$ cat src/rtl/irq_flag_pkg.sv
package irq_flag_pkg;

    // Register select encoding on the byte port
    typedef enum logic {
        SEL_FLAG   = 1'b0,
        SEL_ENABLE = 1'b1
    } reg_sel_e;

    // Interrupt output machine
    typedef enum logic {
        IRQ_QUIET  = 1'b0,
        IRQ_RAISED = 1'b1
    } irq_state_e;

endpackage

$ cat src/rtl/irq_flag_bank.sv
module irq_flag_bank #(
    parameter int NSRC = 7
) (
    input  logic            clk,
    input  logic            rst_n,
    input  logic [NSRC-1:0] src_set,
    input  logic            w1c_en,
    input  logic [NSRC-1:0] w1c_mask,
    input  logic [NSRC-1:0] rd_clr,
    output logic [NSRC-1:0] flags
);

    logic [NSRC-1:0] clear_mask;
    logic [NSRC-1:0] flags_next;

    // Clears from both paths merge; set is applied last so it wins
    always_comb begin
        clear_mask = rd_clr;
        if (w1c_en) begin
            clear_mask = clear_mask | w1c_mask;
        end
        flags_next = (flags & ~clear_mask) | src_set;
    end

    always_ff @(posedge clk) begin
        if (!rst_n) begin
            flags <= '0;
        end else begin
            flags <= flags_next;
        end
    end

endmodule

$ cat src/rtl/irq_enable_bank.sv
module irq_enable_bank #(
    parameter int NSRC = 7
) (
    input  logic            clk,
    input  logic            rst_n,
    input  logic            wr,
    input  logic            set_not_clr,
    input  logic [NSRC-1:0] mask,
    output logic [NSRC-1:0] enables
);

    logic [NSRC-1:0] enables_next;

    always_comb begin
        enables_next = enables;
        if (wr) begin
            if (set_not_clr) begin
                enables_next = enables | mask;
            end else begin
                enables_next = enables & ~mask;
            end
        end
    end

    always_ff @(posedge clk) begin
        if (!rst_n) begin
            enables <= '0;
        end else begin
            enables <= enables_next;
        end
    end

endmodule

$ cat src/rtl/irq_out_fsm.sv
module irq_out_fsm
    import irq_flag_pkg::*;
(
    input  logic clk,
    input  logic rst_n,
    input  logic pending,
    output logic irq_o
);

    irq_state_e state_q;
    irq_state_e state_d;

    // Next-state selection
    always_comb begin
        state_d = state_q;
        unique case (state_q)
            IRQ_QUIET:  if (pending)  state_d = IRQ_RAISED; // RAISE
            IRQ_RAISED: if (!pending) state_d = IRQ_QUIET;  // DROP
            default:    state_d = IRQ_QUIET;
        endcase
    end

    // State register
    always_ff @(posedge clk) begin
        if (!rst_n) begin
            state_q <= IRQ_QUIET;
        end else begin
            state_q <= state_d;
        end
    end

    // Outputs
    always_comb begin
        unique case (state_q)
            IRQ_RAISED: irq_o = 1'b1;
            default:    irq_o = 1'b0;
        endcase
    end

endmodule

$ cat src/rtl/irq_read_mux.sv
module irq_read_mux
    import irq_flag_pkg::*;
#(
    parameter int DATA_W = 8,
    localparam int NSRC  = DATA_W - 1
) (
    input  reg_sel_e          sel,
    input  logic [NSRC-1:0]   flags,
    input  logic [NSRC-1:0]   enables,
    input  logic              pending,
    output logic [DATA_W-1:0] rd_data
);

    always_comb begin
        unique case (sel)
            SEL_FLAG:   rd_data = {pending, flags};
            SEL_ENABLE: rd_data = {1'b1, enables};
            default:    rd_data = '0;
        endcase
    end

endmodule

$ cat src/rtl/irq_flag_ctrl.sv
module irq_flag_ctrl
    import irq_flag_pkg::*;
#(
    parameter int DATA_W = 8,
    localparam int NSRC  = DATA_W - 1,
    localparam int TOP_B = DATA_W - 1
) (
    input  logic              clk,
    input  logic              rst_n,
    input  logic [NSRC-1:0]   src_set,
    input  logic [NSRC-1:0]   rd_clr,
    input  logic              reg_sel,
    input  logic              wr_en,
    input  logic [DATA_W-1:0] wr_data,
    output logic [DATA_W-1:0] rd_data,
    output logic              irq_o
);

    reg_sel_e        sel;
    logic [NSRC-1:0] flag_q;
    logic [NSRC-1:0] en_q;
    logic            pending;
    logic            flag_wr;
    logic            en_wr;

    assign sel     = reg_sel_e'(reg_sel);
    assign flag_wr = wr_en && (sel == SEL_FLAG);
    assign en_wr   = wr_en && (sel == SEL_ENABLE);
    assign pending = |(flag_q & en_q);

    irq_flag_bank #(.NSRC(NSRC)) u_flags (
        .clk      (clk),
        .rst_n    (rst_n),
        .src_set  (src_set),
        .w1c_en   (flag_wr),
        .w1c_mask (wr_data[NSRC-1:0]),
        .rd_clr   (rd_clr),
        .flags    (flag_q)
    );

    irq_enable_bank #(.NSRC(NSRC)) u_enables (
        .clk         (clk),
        .rst_n       (rst_n),
        .wr          (en_wr),
        .set_not_clr (wr_data[TOP_B]),
        .mask        (wr_data[NSRC-1:0]),
        .enables     (en_q)
    );

    irq_out_fsm u_fsm (
        .clk     (clk),
        .rst_n   (rst_n),
        .pending (pending),
        .irq_o   (irq_o)
    );

    irq_read_mux #(.DATA_W(DATA_W)) u_rd (
        .sel     (sel),
        .flags   (flag_q),
        .enables (en_q),
        .pending (pending),
        .rd_data (rd_data)
    );

endmodule

$ cat config.mk
export PLATFORM = sky130hd
export DESIGN_NAME = irq_flag_ctrl
export DESIGN_NICKNAME = d
export VERILOG_FILES = /design/src/rtl/irq_flag_pkg.sv /design/src/rtl/irq_flag_bank.sv /design/src/rtl/irq_enable_bank.sv /design/src/rtl/irq_out_fsm.sv /design/src/rtl/irq_read_mux.sv /design/src/rtl/irq_flag_ctrl.sv
export SDC_FILE = /design/constraint.sdc
export NUM_CORES = 1
export LEC_CHECK = 0
export BUFFER_PORTS_ARGS = -buffer_cell sky130_fd_sc_hd__buf_2
export CORE_ASPECT_RATIO = 1.2
export CORE_MARGIN = 5
export CORE_UTILIZATION = 26
export DETAILED_ROUTE_END_ITERATION = 10
export PLACE_DENSITY = 0.61
export SLEW_MARGIN = 0
export SYNTH_ARGS = -nofsm -noshare
export SYNTH_HDL_FRONTEND = slang
export SYNTH_SLANG_ARGS = --single-unit
export TNS_END_PERCENT = 1
$ cat constraint.sdc
create_clock -name clk -period 1.6 [get_ports clk]
set_clock_uncertainty 0.15 [all_clocks]
set_input_delay 0.32 -clock clk [delete_from_list [all_inputs] [get_ports clk]]
set_output_delay 0.32 -clock clk [all_outputs]
set_load 0.03 [all_outputs]
==> flow_metrics.py, run 1 <==
metrics = {
    "drt": {
        "wl_per_cell_um": 12.7,
        "wirelength_met1_um": 798,
        "antenna_left": 0,
        "drc_errors": 0,
        "dr.pass1.iters": 4,
        "routed_via_density": 4.58,
        "wl_met2_um": 991,
        "dr.max_layer_used": "met3",
        "wl_met3_um": 141,
        "drtIter0Drc": 22,
        "vias": 696,
        "wirelength_um": 1930,
    },
    "global_route": {
        "grt-ovfl-total": 0,
        "grt_usage": 0.102,
        "grt_pass1_wl_um": 3150,
        "grt_max_degree": 16,
        "antenna_found_initial": 0,
        "grt_pass1_vias": 740,
    },
    "power": {
        "switchingPower_uw": 223,
        "intPower_uw": 593,
        "total_power_uw": 817,
        "pwr-share-comb": 0.239,
        "seq_power_share": 0.496,
        "switching_share": 0.273,
        "pwr-share-clk": 0.266,
        "vdd_ir_drop_max_mv": 0.323,
        "powerDensity_nw_per_um2": 766,
        "p_leak_uw": 0.000521,
    },
    "clocking": {
        "clk_pin_slew_worst_paths_ns": 0.09,
        "htreeDepth": 1,
        "cts_tree": "yes",
        "numCtsBuffers": 3,
        "clock_path_buffers": 2,
        "cts.sinks": 15,
        "root_buffer": "clkbuf_4",
        "postCtsHoldBufs": 0,
        "clock_latency_ns": 0.28,
    },
    "critical_path": {
        "cp-endpoint": "rd_data[7]",
        "critPathMaxFanout": 2,
        "r2r_slack_ns": -0.14,
        "arrival_ns": 1.46,
        "worstReg2RegStart": "u_flags.flags[3]$_SDFF_PN0_",
        "crit_start": "u_flags.flags[3]$_SDFF_PN0_",
        "crit_type": "flip-flop to output port",
        "critPathLaunchType": "flip-flop",
        "reg2reg_depth": 8,
        "r2r-end": "u_fsm.state_q$_SDFF_PN0_",
        "required_ns": 1.13,
        "critPathCaptureType": "output port",
    },
    "yosys": {
        "syn_area_um2": 731,
        "netlist.area_leader.share": 0.411,
        "synthFlopType": "dfxtp_1",
        "synth_cell_types": 17,
        "syn-num-nets": 100,
        "avgSynthCellArea_um2": 9.87,
        "synth_warnings": 0,
        "yosys.cell_count.top_type": "dfxtp_1",
        "ys_async_sr_fraction": 0,
        "ys_top_cells_by_count": "dfxtp_1 (15), nand3_1 (8)",
        "synthTopCellsByArea": "dfxtp_1 (41%), mux2_2 (11%), mux2i_1 (9.6%)",
        "ys_seq_elements": 15,
        "syn_inst": 74,
        "synth-edff-count": 0,
        "synth_area_leader_cell": "dfxtp_1",
        "synth-seq-area-share": 0.411,
    },
    "placement": {
        "gp_congestion": 0.780,
        "place_hpwl_um": 1460,
        "place_area_um2": 950,
        "port_buffers": 34,
    },
    "sta": {
        "final_max_slew_viol_count": 0,
        "timing.final.ws_setup_ns": -0.328,
        "rsz0062_at_grt": "true",
        "setup_violations": 4,
        "finalCriticalPeriod_ns": 1.93,
        "relSlewSlack": 0.813,
        "max_freq_mhz": 519,
        "tns_ns": -0.485,
        "worst_pin_slew_ns": 0.280,
        "period_share": 1.20,
        "final_hold_viol_count": 0,
    },
    "worst_hold_path": {
        "hp-class": "primary input to flip-flop",
    },
    "run_status": {
        "status": "finished with violations",
        "violations": "negative setup slack",
    },
    "die": {
        "die_x_um": 58.4,
        "rows": 21,
        "die_h_um": 68.1,
        "io_pins": 35,
        "dieArea_um2": 3980,
        "initial_core_util": 0.265,
        "fp.coreArea_um2": 2760,
    },
    "layout": {
        "area_delta_synth_final_pct": 45.9,
        "final_area_um2": 1070,
        "final_nets": 145,
        "fin_util": 0.386,
        "drive_gt1_frac": 0.492,
        "fillCellCount": 292,
        "n_antenna_cell": 0,
    },
    "flow_run": {
        "maxCapViolCount": 0,
    },
}
==> kinds of logic (layout without fill, tap and decap cells) <==
logic type / count (synthesis) / after routing / synth area share
AO/OA/AOI/OAI: 17 / 17 / 0.154
AND/OR/NAND/NOR: 25 / 25 / 0.209
multiplexers: 14 / 14 / 0.204
buffers and inverters: 3 / 47 / 0.0223
flip-flops: 15 / 15 / 0.411
==> worst max-delay path, cell delays in order, from the launching register on <==
cell,delay [ns]
dfxtp_2,0.33
a222oi_1,0.33
nand3_1,0.14
or2_1,0.23
buf_6,0.14
==> through the flow <==
stage	setup slack, ns	cells	hold slack, ns
6_report	-0.328	152	0.0942
5_1_grt	-0.482	152	0.0866
4_1_cts	-0.360	152	0.0839
3_5_place_dp	-0.0489	142	0.383
3_3_place_gp	-0.0480	142	0.371
2_1_floorplan	0.0961	74	0.294
==> per-layer routing <==
layer | track usage | vias to the layer above
met5 | 0 | -
met3 | 0.0264 | 0
li1 | - | 355
met1 | 0.119 | 320
met4 | 0.0493 | 0
met2 | 0.173 | 21
==> cell type report <==
cell class              instances  area [um^2]  area share
repair buffers                 43          274       0.257
multi-input cells              56          419       0.393
well taps                      34         42.5      0.0399
flip-flops and latches         15          304       0.285
clock buffers                   4         26.3      0.0246
==> power by group through the flow <==
stage,Clock [uW],Sequential (uW),Combinational (uW)
2_1_floorplan,0,412,96.8
3_3_place_gp,0,413,160
3_5_place_dp,0,414,163
4_1_cts,225,405,195
5_1_grt,240,408,212
6_report,217,405,195
==> cells in the final DEF, fill, tap and decap left out <==
| cell type | netlist | final |
|---|---|---|
| buf_2 | 1 | 30 |
| dfxtp_1 | 15 | 12 |
| nand3_1 | 8 | 8 |
| mux2i_1 | 7 | 7 |
| nor2b_1 | 7 | 7 |
| a21oi_1 | 7 | 7 |
| o21a_1 | 7 | 7 |
| buf_6 | 0 | 7 |
| mux2_2 | 7 | 6 |
| nand2b_1 | 6 | 6 |
| buf_4 | 1 | 6 |
| dfxtp_2 | 0 | 3 |
| clkbuf_4 | 0 | 3 |
| a22oi_1 | 2 | 2 |
| mux2_4 | 0 | 1 |
| a222oi_1 | 1 | 1 |
| or2_1 | 1 | 1 |
| and2_4 | 0 | 1 |
| and2b_4 | 1 | 1 |
| or2b_1 | 1 | 1 |
| clkbuf_1 | 1 | 1 |
==> worst min-delay path by stage <==
stage,cells past startpoint,startpoint,to
after floorplan,1,src_set[0],u_flags.flags[0]$_SDFF_PN0_
after global placement,2,flip-flop,flip-flop
after detailed placement,2,src_set[1],u_flags.flags[1]$_SDFF_PN0_
after CTS,2,src_set[5],u_flags.flags[5]$_SDFF_PN0_
after global routing,2,src_set[0],u_flags.flags[0]$_SDFF_PN0_
final,2,src_set[1],u_flags.flags[1]$_SDFF_PN0_
==> what timing repair did <==
action	4_1_cts	5_1_grt
resized for setup	14	2
setup buffers	6	0
pin swaps	3	3
endpoints found under the setup margin	8	4
(Power assumes the default switching activity.)
==> run 2: changes to the inputs <==
--- a/config.mk
+++ b/config.mk
@@ -6,7 +6,7 @@
 export NUM_CORES = 1
 export LEC_CHECK = 0
 export BUFFER_PORTS_ARGS = -buffer_cell sky130_fd_sc_hd__buf_2
-export CORE_ASPECT_RATIO = 1.2
+export CORE_ASPECT_RATIO = 0.9
 export CORE_MARGIN = 5
 export CORE_UTILIZATION = 26
 export DETAILED_ROUTE_END_ITERATION = 10
==> run 2 against run 1 <==
Net effect:
- the run still ends with negative setup slack left
- count of clock-buffer cells in the layout unchanged
- first-iteration DRC count grew 45%
- via count down 4.3%
- highest routed layer is now met4
==> flow_metrics.py, run 2 (synthesis gave the netlist of run 1 again) <==
metrics = {
    "die": {
        "io_pins": 35,
        "rows": 18,
        "initial_core_util": 0.268,
        "die_h_um": 60.3,
        "fp.coreArea_um2": 2730,
        "die_x_um": 65.9,
        "dieArea_um2": 3970,
    },
    "worst_hold_path": {
        "hold_start": "src_set[3]",
        "hp-class": "primary input to flip-flop",
        "hold_depth": 2,
        "whs_endpoint": "u_flags.flags[3]$_SDFF_PN0_",
    },
    "power": {
        "switching_share": 0.267,
        "pwr-share-comb": 0.208,
        "pwr-share-clk": 0.268,
        "powerDensity_nw_per_um2": 784,
        "seq_power_share": 0.524,
        "switchingPower_uw": 207,
        "intPower_uw": 567,
        "p_leak_uw": 0.000471,
        "vdd_ir_drop_max_mv": 0.200,
        "total_power_uw": 774,
    },
    "global_route": {
        "grt_max_degree": 17,
        "grt_pass1_wl_um": 2960,
        "grt_use_met3": 0.0338,
        "use_met2": 0.163,
        "grt_usage": 0.0996,
        "grt_busiest_layer": "met2",
        "use_met1": 0.118,
        "grt-ovfl-total": 0,
        "antenna_found_initial": 0,
        "grt_pass1_vias": 666,
    },
    "sta": {
        "period_share": 1.18,
        "final_max_slew_viol_count": 0,
        "finalCriticalPeriod_ns": 1.89,
        "max_freq_mhz": 528,
        "tns_ns": -0.293,
        "setup_violations": 1,
        "worst_pin_slew_ns": 0.274,
        "relSlewSlack": 0.817,
        "final_hold_viol_count": 0,
        "rsz0062_at_grt": "true",
        "timing.final.ws_setup_ns": -0.293,
    },
    "flow_run": {
        "maxCapViolCount": 0,
    },
    "layout": {
        "multi_input_area_um2": 414,
        "fillCellCount": 292,
        "layout.cells.most_common_list": "buf_2 (31), dfxtp_1 (12), nand3_1 (8)",
        "final_common_cell": "buf_2",
        "final_nets": 137,
        "area_delta_synth_final_pct": 35.1,
        "seqCellArea_um2": 304,
        "n_antenna_cell": 0,
        "final_area_um2": 987,
        "drive_gt1_frac": 0.455,
    },
    "critical_path": {
        "critPathMaxFanout": 3,
        "worst-path-buf-inv": 1,
        "arrival_ns": 1.42,
        "crit_type": "flip-flop to output port",
        "cp_cell_sequence": "a222oi_1, nand3_1, or2_1, buf_6",
        "critPathLaunchType": "flip-flop",
        "crit_family": "simple AND/OR/NAND/NOR gates",
        "cp_slowest_stage_delay_ns": 0.34,
        "reg2reg_depth": 3,
        "critPathCaptureType": "output port",
        "worstReg2RegStart": "u_flags.flags[3]$_SDFF_PN0_",
        "cp_slowest_cell": "dfxtp_2",
        "r2r-end": "u_fsm.state_q$_SDFF_PN0_",
        "required_ns": 1.13,
        "r2r_slack_ns": 0.37,
    },
    "clocking": {
        "numCtsBuffers": 3,
        "clock_latency_ns": 0.27,
        "cts_tree": "yes",
        "htreeDepth": 1,
        "clock_path_buffers": 2,
        "root_buffer": "clkbuf_4",
        "clk_pin_slew_worst_paths_ns": 0.08,
        "cts.sinks": 15,
    },
    "placement": {
        "place_hpwl_um": 1450,
        "place_area_um2": 942,
        "gp_congestion": 0.752,
        "preCtsSetupSlack_ns": -0.0353,
        "port_buffers": 34,
    },
    "run_status": {
        "violations": "negative setup slack",
        "status": "finished with violations",
    },
    "drt": {
        "drtIter0Drc": 32,
        "routed_via_density": 4.44,
        "wl_per_cell_um": 12.1,
        "antenna_left": 0,
        "dr.pass1.iters": 5,
        "wirelength_um": 1820,
        "vias": 666,
        "drc_errors": 0,
    },
}
run 2: cell count changes in the layout (fill, tap and decap cells not counted):
cell and change:
mux2_4 -1, buf_2 +1, clkbuf_4 +1, buf_6 -5
buf_4 -5, and2_4 -1, mux2_2 +1, and2_2 +1
run 2: worst max path at each step:
stage,end,cells past startpoint,startpoint
finish,rd_data[7],4,u_flags.flags[3]$_SDFF_PN0_
global route,rd_data[7],4,u_flags.flags[3]$_SDFF_PN0_
CTS,rd_data[7],4,flip-flop
detailed placement,rd_data[7],4,u_flags.flags[3]$_SDFF_PN0_
global placement,rd_data[7],4,u_flags.flags[3]$_SDFF_PN0_
floorplan,rd_data[7],3,u_flags.flags[3]$_SDFF_PN0_
run 2: metrics by stage:
stage          hold slack [ns]  std cells  utilization
2_1_floorplan            0.294         74            -
3_3_place_gp             0.371        146        0.346
3_5_place_dp             0.382        146        0.346
4_1_cts                 0.0962        150        0.360
5_1_grt                 0.0956        150        0.362
6_report                 0.103        150        0.362
run 2: metal layers:
layer,wire length [um],up-vias,share of wire
li1,-,338,-
met1,716,307,0.39
met2,898,19,0.49
met3,182,2,0.10
met4,19,0,0.010
met5,0,-,0
run 2: final cells by class:
class | instances | share of cell area
timing repair buffer | 35 | 0.195
clock buffer | 4 | 0.0266
sequential | 15 | 0.308
multi-input combinational | 56 | 0.420
tap | 40 | 0.0507
run 2: power groups by stage:
stage	Clock (uW)	Sequential [uW]	Combinational (uW)
2_1_floorplan	0	412	96.8
3_3_place_gp	0	413	155
3_5_place_dp	0	414	158
4_1_cts	218	406	164
5_1_grt	233	409	177
6_report	208	406	161
run 2: timing repair:
item,4_1_cts,5_1_grt
pin swaps,2,2
endpoints found under the setup margin,8,8
buffers inserted,0,0
gates cloned,0,0
gates resized for setup,5,3
endpoints found under the hold margin,0,0
hold buffers,0,0
